**src/rtl/chblk_pkg.sv**
```systemverilog
package chblk_pkg;

    localparam int REG_W      = 8;
    localparam int N_REGS     = 4;
    localparam int N_CH       = REG_W * N_REGS;
    localparam int SLOT_BITS  = 8;
    localparam int SLOT_LG    = $clog2(SLOT_BITS);
    localparam int E1_LEN     = N_CH * SLOT_BITS;
    localparam int T1_CH      = 24;
    localparam int T1_LEN     = T1_CH * SLOT_BITS + 1;
    localparam int POS_W      = $clog2(E1_LEN);
    localparam int CH_W       = $clog2(N_CH);
    localparam int ADDR_W     = $clog2(N_REGS);
    localparam int FBIT_CH    = T1_CH;

    typedef enum logic {
        FRM_T1 = 1'b0,
        FRM_E1 = 1'b1
    } frame_mode_e;

    typedef struct packed {
        logic [POS_W-1:0] pos;
        logic [CH_W-1:0]  chan;
        logic             chan_start;
        logic             fbit;
    } frame_pos_t;

    function automatic logic [POS_W-1:0] frame_last(frame_mode_e m);
        if (m == FRM_E1) return POS_W'(E1_LEN - 1);
        return POS_W'(T1_LEN - 1);
    endfunction

    function automatic frame_pos_t decode_pos(frame_mode_e m, logic [POS_W-1:0] p);
        frame_pos_t       r;
        logic [POS_W-1:0] off;
        r.pos  = p;
        r.fbit = 1'b0;
        if (m == FRM_E1) begin
            off = p;
        end else if (p == '0) begin
            off    = '0;
            r.fbit = 1'b1;
        end else begin
            off = p - 1'b1;
        end
        r.chan       = r.fbit ? CH_W'(FBIT_CH) : off[SLOT_LG +: CH_W];
        r.chan_start = r.fbit | (off[SLOT_LG-1:0] == '0);
        return r;
    endfunction

endpackage

```
**src/rtl/chblk_frame_counter.sv**
```systemverilog
module chblk_frame_counter
    import chblk_pkg::*;
(
    input  logic        clk,
    input  logic        rst,
    input  frame_mode_e mode,
    input  logic        fsync,
    output frame_pos_t  cur
);
    logic [POS_W-1:0] pos_q;
    logic [POS_W-1:0] pos_d;

    always_comb begin
        if (fsync) begin
            pos_d = '0;
        end else if (pos_q >= frame_last(mode)) begin
            pos_d = '0;
        end else begin
            pos_d = pos_q + 1'b1;
        end
        cur = decode_pos(mode, pos_d);
    end

    // Reset to the top of the range so the first counted bit is bit 0.
    always_ff @(posedge clk) begin
        if (rst) begin
            pos_q <= POS_W'(E1_LEN - 1);
        end else begin
            pos_q <= pos_d;
        end
    end
endmodule

```
**src/rtl/chblk_regfile.sv**
```systemverilog
module chblk_regfile
    import chblk_pkg::*;
(
    input  logic              clk,
    input  logic              rst,
    input  logic              wr_en,
    input  logic [ADDR_W-1:0] wr_addr,
    input  logic [REG_W-1:0]  wr_data,
    output logic [N_CH-1:0]   ctl
);
    for (genvar g = 0; g < N_REGS; g++) begin : g_reg
        logic [REG_W-1:0] byte_q;

        always_ff @(posedge clk) begin
            if (rst) begin
                byte_q <= '0;
            end else if (wr_en && (wr_addr == ADDR_W'(g))) begin
                byte_q <= wr_data;
            end
        end

        assign ctl[g*REG_W +: REG_W] = byte_q;
    end
endmodule

```
**src/rtl/chblk_strobe_sel.sv**
```systemverilog
module chblk_strobe_sel
    import chblk_pkg::*;
(
    input  logic            clk,
    input  logic            rst,
    input  frame_pos_t      cur,
    input  logic [N_CH-1:0] ctl,
    output logic            strobe
);
    logic [N_CH-1:0] act_q;
    logic [N_CH-1:0] act_d;
    logic            strobe_d;

    // The active copy is refreshed only at a boundary, so the strobe is constant inside a channel.
    always_comb begin
        act_d    = cur.chan_start ? ctl : act_q;
        strobe_d = act_d[cur.chan];
    end

    always_ff @(posedge clk) begin
        if (rst) begin
            act_q  <= '0;
            strobe <= 1'b0;
        end else begin
            act_q  <= act_d;
            strobe <= strobe_d;
        end
    end
endmodule

```
**src/rtl/chblk_strobe_gen.sv**
```systemverilog
module chblk_strobe_gen
    import chblk_pkg::*;
(
    input  logic              clk,
    input  logic              rst,
    input  logic              mode_e1,
    input  logic              fsync,
    input  logic              wr_en,
    input  logic [ADDR_W-1:0] wr_addr,
    input  logic [REG_W-1:0]  wr_data,
    output logic              strobe
);
    frame_mode_e     mode_sel;
    frame_pos_t      cur_pos;
    logic [N_CH-1:0] ctl_bits;

    assign mode_sel = mode_e1 ? FRM_E1 : FRM_T1;

    chblk_frame_counter u_cnt (
        .clk   (clk),
        .rst   (rst),
        .mode  (mode_sel),
        .fsync (fsync),
        .cur   (cur_pos)
    );

    chblk_regfile u_regs (
        .clk     (clk),
        .rst     (rst),
        .wr_en   (wr_en),
        .wr_addr (wr_addr),
        .wr_data (wr_data),
        .ctl     (ctl_bits)
    );

    chblk_strobe_sel u_sel (
        .clk    (clk),
        .rst    (rst),
        .cur    (cur_pos),
        .ctl    (ctl_bits),
        .strobe (strobe)
    );
endmodule

```
**config.mk**
```make
export PLATFORM = sky130hd
export DESIGN_NAME = chblk_strobe_gen
export DESIGN_NICKNAME = d
export VERILOG_FILES = /design/src/rtl/chblk_pkg.sv /design/src/rtl/chblk_frame_counter.sv /design/src/rtl/chblk_regfile.sv /design/src/rtl/chblk_strobe_sel.sv /design/src/rtl/chblk_strobe_gen.sv
export SDC_FILE = /design/constraint.sdc
export NUM_CORES = 1
export LEC_CHECK = 0
export BUFFER_PORTS_ARGS = -buffer_cell sky130_fd_sc_hd__buf_2
export CAP_MARGIN = 5
export CORE_ASPECT_RATIO = 2
export CORE_MARGIN = 2
export CORE_UTILIZATION = 50
export DETAILED_ROUTE_END_ITERATION = 8
export PLACE_DENSITY = 0.69
export REMOVE_ABC_BUFFERS = 1
export SLEW_MARGIN = 10
export SYNTH_ARGS = -nofsm -noshare
export SYNTH_HDL_FRONTEND = slang
export SYNTH_HIERARCHICAL = 1
export SYNTH_SLANG_ARGS = --single-unit
export TNS_END_PERCENT = 5
```
**constraint.sdc**
```tcl
create_clock -name clk -period 4.2 [get_ports clk]
set_input_delay 0.21 -clock clk [delete_from_list [all_inputs] [get_ports clk]]
set_output_delay 0.21 -clock clk [all_outputs]
set_load 0.005 [all_outputs]
```
==> results of run 1 <==
-- routing by layer --
layer	global-route usage	vias to the layer above	share of wire	routed length [um]
met1	0.255	1313	0.43	3320
met4	0.0833	0	0.013	105
met5	0	-	0	0
li1	-	1333	-	-
met3	0.0528	9	0.042	326
met2	0.345	76	0.52	4060
-- flip-flops by register name (all words and copies together) (netlist names) --
register / cells
u_regs/g.byte_q: 32
u_sel/act_q: 32
u_cnt/pos_q: 8
u_sel/strobe: 1
-- timing repair --
action	in CTS	in global routing
resized for setup	0	3
setup buffers	0	1
setup endpoints to repair	0	1
-- cell type report --
| class | instances | area [um^2] |
|---|---|---|
| clock buffer | 12 | 246 |
| inverter | 5 | 18.8 |
| sequential | 73 | 1460 |
| clock inverter | 3 | 17.5 |
| timing repair buffer | 28 | 173 |
| fill | 658 | 3250 |
| multi-input combinational | 266 | 2210 |
| tap | 94 | 118 |
-- power groups by stage --
stage	logic (W)	clock network, W	registers (W)
after floorplan	0.000275	0	0.000757
after global routing	0.000416	0.000728	0.000750
after CTS	0.000380	0.000694	0.000746
after global placement	0.000368	0	0.000761
after detailed placement	0.000377	0	0.000760
final	0.000384	0.000676	0.000747
-- how the worst max path moves through the flow --
| stage | depth (start not counted) | start | endpoint |
|---|---|---|---|
| finish | 17 | u_cnt/pos_q[0] | u_sel/strobe |
| global route | 17 | u_cnt/pos_q[0] | u_sel/strobe |
| CTS | 17 | u_cnt/pos_q[0] | u_sel/strobe |
| detailed placement | 18 | mode_e1 | u_sel/strobe |
| global placement | 18 | mode_e1 | u_sel/strobe |
| floorplan | 15 | u_cnt/pos_q[2] | u_sel/strobe |
-- per-stage QoR --
step           cells  setup TNS [ns]   util
2_1_floorplan    344          -0.561      -
3_3_place_gp     465               0  0.529
3_5_place_dp     465               0  0.529
4_1_cts          480               0  0.565
5_1_grt          481               0  0.567
6_report         481               0  0.567
-- tightest hold or removal path: stages --
cell      delay (ns)
buf_2           0.10
nor3_2          0.05
nand2_1         0.10
nand2b_1        0.06
==> summary.md, run 1 <==
| Metric | Value |
|---|---|
| Status | `finished, final reports clean` |
| Die Span Y | `127 um` |
| Max Fclk | `254 MHz` |
| Rows | `45` |
| Post-Route WL | `7810 um` |
| Setup violators final | `0` |
| Worst EP arrival | `4.12 ns` |
| Most frequent cells in the layout | `dfxtp_1 (72), mux2i_1 (67), nand2b_1 (45)` |
| WS Path Type | `flop to flop` |
| Most common cell after layout, fill and taps aside | `dfxtp_1` |
| Endpoint type of the worst setup path | `flop` |
| Final Total Pwr | `0.00181 W` |
| Setup ws final | `0.264 ns` |
| Worst path slowest cell | `mux4_2` |
| Routed Antenna Nets | `0` |
| Worst Hold Depth | `4` |
| Peak supply drop | `0.288 mV` |
| Number of max-cap violations | `0` |
| Core Region | `7490 um^2` |
| Delay-heaviest family, CP | `multiplexers` |
| Vias in the first global route | `2,769` |
| WP buf/inv | `2` |
| CP Max Fanout | `6` |
| Worst EP required | `4.39 ns` |
| Worst hold path type | `input port to flop` |
| Clk sinks | `73` |
| Fraction of layout cells with a size suffix above 1 | `0.199` |
| Diode count | `0` |
| Via/cell ratio | `5.68` |
| DR vias | `2,731` |
| Synthesized area per cell | `10.3 um^2` |
| Area Overhead vs Synth | `11.9%` |
| Switching power total | `0.000490 W` |
| Critical Path, Cell by Cell | `inv_1, ha_1, and3_1, o21ai_1, a311oi_1, nor3_2, nand2_1, ha_2, nand2_2, nor2_1, mux2_2, a221oi_1, buf_4, mux4_2, mux4_2, o21ai_1, a2111oi_0` |
| Slew at the pin with the worst max-slew slack | `0.661 ns` |
| Final hold slack | `0.239 ns` |
| Crit share post-route | `0.937` |
| Sw frac | `0.271` |
| Post-route cell area | `4240 um^2` |
| R2R Path Start | `u_cnt/pos_q[0]` |
| Worst-path clk slew | `0.05 ns` |
| Fin. max-slew vios | `0` |
| Fin crit period | `3.94 ns` |
| RSZ-0062 raised after global routing | `false` |
| Reg2Reg Setup Slack | `0.26 ns` |
| Longest Clk Path Bufs | `2` |
| All-Layer GR Usage | `0.208` |
| Hold Crit Endpoint | `u_cnt/pos_q[0]` |
| Max incr delay on CP | `0.50 ns` |
| Place WS | `0.0251 ns` |
| IO Count | `16` |
| Hold Vio Cnt, Final | `0` |
| # DRC | `0` |
| Comb pwr share | `0.212` |
| Root buf cell | `clkbuf_16` |
| Sequential Power Share | `0.414` |
| Clk Latency, worst-skew pair | `0.33 ns` |
| Placement Cell Area | `3970 um^2` |
| Routability cong. | `0.894` |
| Rel. slew slack | `0.560` |
| Clock power frac | `0.374` |
| First-pass GRT wire length | `13,200 um` |
| WL per Instance | `16.2 um` |
| Synth Instances | `367` |
| H-tree Lvls | `3` |
| DR iter-0 viols | `190` |
| Detail Placement HPWL | `5510 um` |
| Initial antenna violation count | `0` |
| Worst R2R Path Depth | `17` |
| Cts hold-fix bufs | `0` |
| CTS tree | `done` |
| Final Skew | `0.00664 ns` |
| Die area | `8340 um^2` |
| Final Net Count | `406` |
| Leak pwr | `1.84 nW` |
| CTS Buf Count | `9` |
| Largest net degree at the start of global routing | `82` |
| Internal power | `0.00132 W` |
| Hold_sp | `fsync` |
| Die width | `65.6 um` |
| Post-Syn Area | `3790 um^2` |
| Initial Util | `0.506` |
| First-pass iteration count of the detailed router | `4` |
| Synth warnings | `6` |
| GR Overflow Total | `0` |
| Power per cell area | `426 nW/um^2` |
| Crit Reg-Reg Endpoint | `u_sel/strobe` |
| I/O Buffers | `15` |
| Startpoint Class | `flop` |
Note: power is estimated with default switching activity, not from simulation.
==> inputs of run 2 (changes only) <==
--- a/config.mk
+++ b/config.mk
@@ -5,7 +5,7 @@
 export SDC_FILE = /design/constraint.sdc
 export NUM_CORES = 1
 export LEC_CHECK = 0
-export BUFFER_PORTS_ARGS = -buffer_cell sky130_fd_sc_hd__buf_2
+export BUFFER_PORTS_ARGS = -buffer_cell sky130_fd_sc_hd__buf_4
 export CAP_MARGIN = 5
 export CORE_ASPECT_RATIO = 2
 export CORE_MARGIN = 2
==> run 2 against run 1 <==
  * Wire length grew 4.5%
  * Final cell count grew 0.62%
  * Setup slack lost 0.16 ns
  * Register-to-register slack lost 0.16 ns
  * Total power grew 5.0%
  * Fmax shrank 3.9%
  * Largest cell class unchanged
  * Highest routed layer unchanged
==> summary.md, run 2 (synthesized netlist as in run 1, its figures left out) <==
| Metric | Value |
|---|---|
| # DRC | `0` |
| Number of max-cap violations | `0` |
| H-tree Lvls | `3` |
| Fin crit period | `4.10 ns` |
| WL per Instance | `16.9 um` |
| Regs by FF count | `u_regs/g.byte_q (32), u_sel/act_q (32), u_cnt/pos_q (8)` |
| Hold Vio Cnt, Final | `0` |
| Core Region | `7490 um^2` |
| Fraction of layout cells with a size suffix above 1 | `0.221` |
| Longest Clk Path Bufs | `2` |
| Status | `finished, final reports clean` |
| Power per cell area | `434 nW/um^2` |
| Worst R2R Path Depth | `16` |
| Final hold slack | `0.233 ns` |
| Final Net Count | `410` |
| Comb pwr share | `0.219` |
| IO Count | `16` |
| DR vias | `2,764` |
| All-Layer GR Usage | `0.212` |
| Die Span Y | `127 um` |
| Final non-filler cell total | `484` |
| Sequential Power Share | `0.394` |
| Initial antenna violation count | `0` |
| CTS Buf Count | `9` |
| Crit share post-route | `0.976` |
| GR Overflow Total | `0` |
| Rel. slew slack | `0.560` |
| Most common cell after layout, fill and taps aside | `dfxtp_1` |
| WS Path Type | `flop to flop` |
| Area Overhead vs Synth | `15.2%` |
| Worst EP arrival | `4.30 ns` |
| Sw frac | `0.265` |
| I/O Buffers | `15` |
| CP Max Fanout | `6` |
| Setup ws final | `0.102 ns` |
| Post-Route WL | `8160 um` |
| Worst Hold Depth | `3` |
| Via/cell ratio | `5.71` |
| Core Util, Final | `0.583` |
| Endpoint type of the worst setup path | `flop` |
| Slew at the pin with the worst max-slew slack | `0.660 ns` |
| R2R Path Start | `u_cnt/pos_q[1]` |
| Crit Reg-Reg Endpoint | `u_sel/strobe` |
| Vias in the first global route | `2,775` |
| Cell count after placement | `464` |
| Worst EP required | `4.40 ns` |
| Worst-path clk slew | `0.05 ns` |
| DR iter-0 viols | `170` |
| Diode count | `0` |
| Clock power frac | `0.387` |
| Rows | `45` |
| Switching power total | `0.000503 W` |
| Leak pwr | `1.89 nW` |
| Number of fillers in the final layout | `648` |
| Final Skew | `0.00904 ns` |
| Reg2Reg Setup Slack | `0.10 ns` |
| Worst hold path type | `input port to flop` |
| Final Total Pwr | `0.00190 W` |
| Fin. max-slew vios | `0` |
| Cts hold-fix bufs | `0` |
| Peak supply drop | `0.273 mV` |
| Clk Latency, worst-skew pair | `0.33 ns` |
| Setup violators final | `0` |
| Place WS | `0.0476 ns` |
| Hold_sp | `wr_data[7]` |
| Largest net degree at the start of global routing | `82` |
| Detail Placement HPWL | `5660 um` |
| Initial Util | `0.506` |
| Root buf cell | `clkbuf_16` |
| Die area | `8340 um^2` |
| Clk sinks | `73` |
| First-pass iteration count of the detailed router | `5` |
| First-pass GRT wire length | `13,600 um` |
| Hold Crit Endpoint | `u_regs/g_reg[0].byte_q[7]` |
| Startpoint Class | `flop` |
| CTS tree | `done` |
| Routability cong. | `0.934` |
| Die width | `65.6 um` |
| Most frequent cells in the layout | `dfxtp_1 (71), mux2i_1 (67), nand2b_1 (45)` |
| Routed Antenna Nets | `0` |
| Internal power | `0.00139 W` |
| Max Fclk | `244 MHz` |
==> run 2: worst max path at each step <==
stage / from / to / cells after the start
2_1_floorplan: u_cnt/pos_q[2] / u_sel/strobe / 15
3_3_place_gp: mode_e1 / u_sel/strobe / 18
3_5_place_dp: mode_e1 / u_sel/strobe / 18
4_1_cts: u_cnt/pos_q[0] / u_sel/strobe / 17
5_1_grt: u_cnt/pos_q[1] / u_sel/strobe / 16
6_report: u_cnt/pos_q[1] / u_sel/strobe / 16
==> run 2: final cells by class <==
| cell class | instances | area, um^2 | share of cell area |
|---|---|---|---|
| tap | 94 | 118 | 0.0269 |
| timing repair buffer | 32 | 240 | 0.0550 |
| inverter | 5 | 18.8 | 0.00430 |
| sequential | 73 | 1470 | 0.336 |
| multi-input combinational | 266 | 2240 | 0.513 |
| clock inverter | 3 | 42.5 | 0.00974 |
| clock buffer | 11 | 243 | 0.0556 |
==> run 2: power groups by stage <==
stage	logic (W)	clock network, W	registers, W
final	0.000415	0.000734	0.000748
after global routing	0.000450	0.000780	0.000751
after CTS	0.000386	0.000751	0.000747
after detailed placement	0.000384	0	0.000761
after global placement	0.000373	0	0.000761
after floorplan	0.000275	0	0.000757
==> run 2: layer usage <==
metal  up-vias  part of all wire  wire, um  track usage
li1       1341                 -         -            -
met1      1339              0.43      3530        0.280
met2        73              0.50      4110        0.332
met3        11             0.044       358       0.0396
met4         0             0.020       167        0.100
met5         -                 0         0            0
==> run 2: critical path: stages (launching register included) <==
cell and delay (ns):
dfxtp_2 0.34, ha_1 0.29, nor2b_1 0.15, o211ai_1 0.20, a311oi_2 0.15, nor3_2 0.38
nand2_1 0.18, ha_4 0.22, nand2_4 0.07, nor2_1 0.04, mux2_2 0.28, a221oi_2 0.23
buf_4 0.20, mux4_2 0.51, mux4_2 0.49, o21ai_1 0.12, a2111oi_0 0.10
==> run 2: repair_timing <==
action                                  4_1_cts  5_1_grt
resized for setup                             0       11
setup buffers                                 0        6
endpoints found under the setup margin        0        1
==> run 2: through the flow <==
step	cell area (um^2)	setup TNS, ns
finish	4370	0
CTS	4280	0
global route	4370	-0.0502
detailed placement	4000	0
global placement	4000	0
floorplan	3670	-0.561
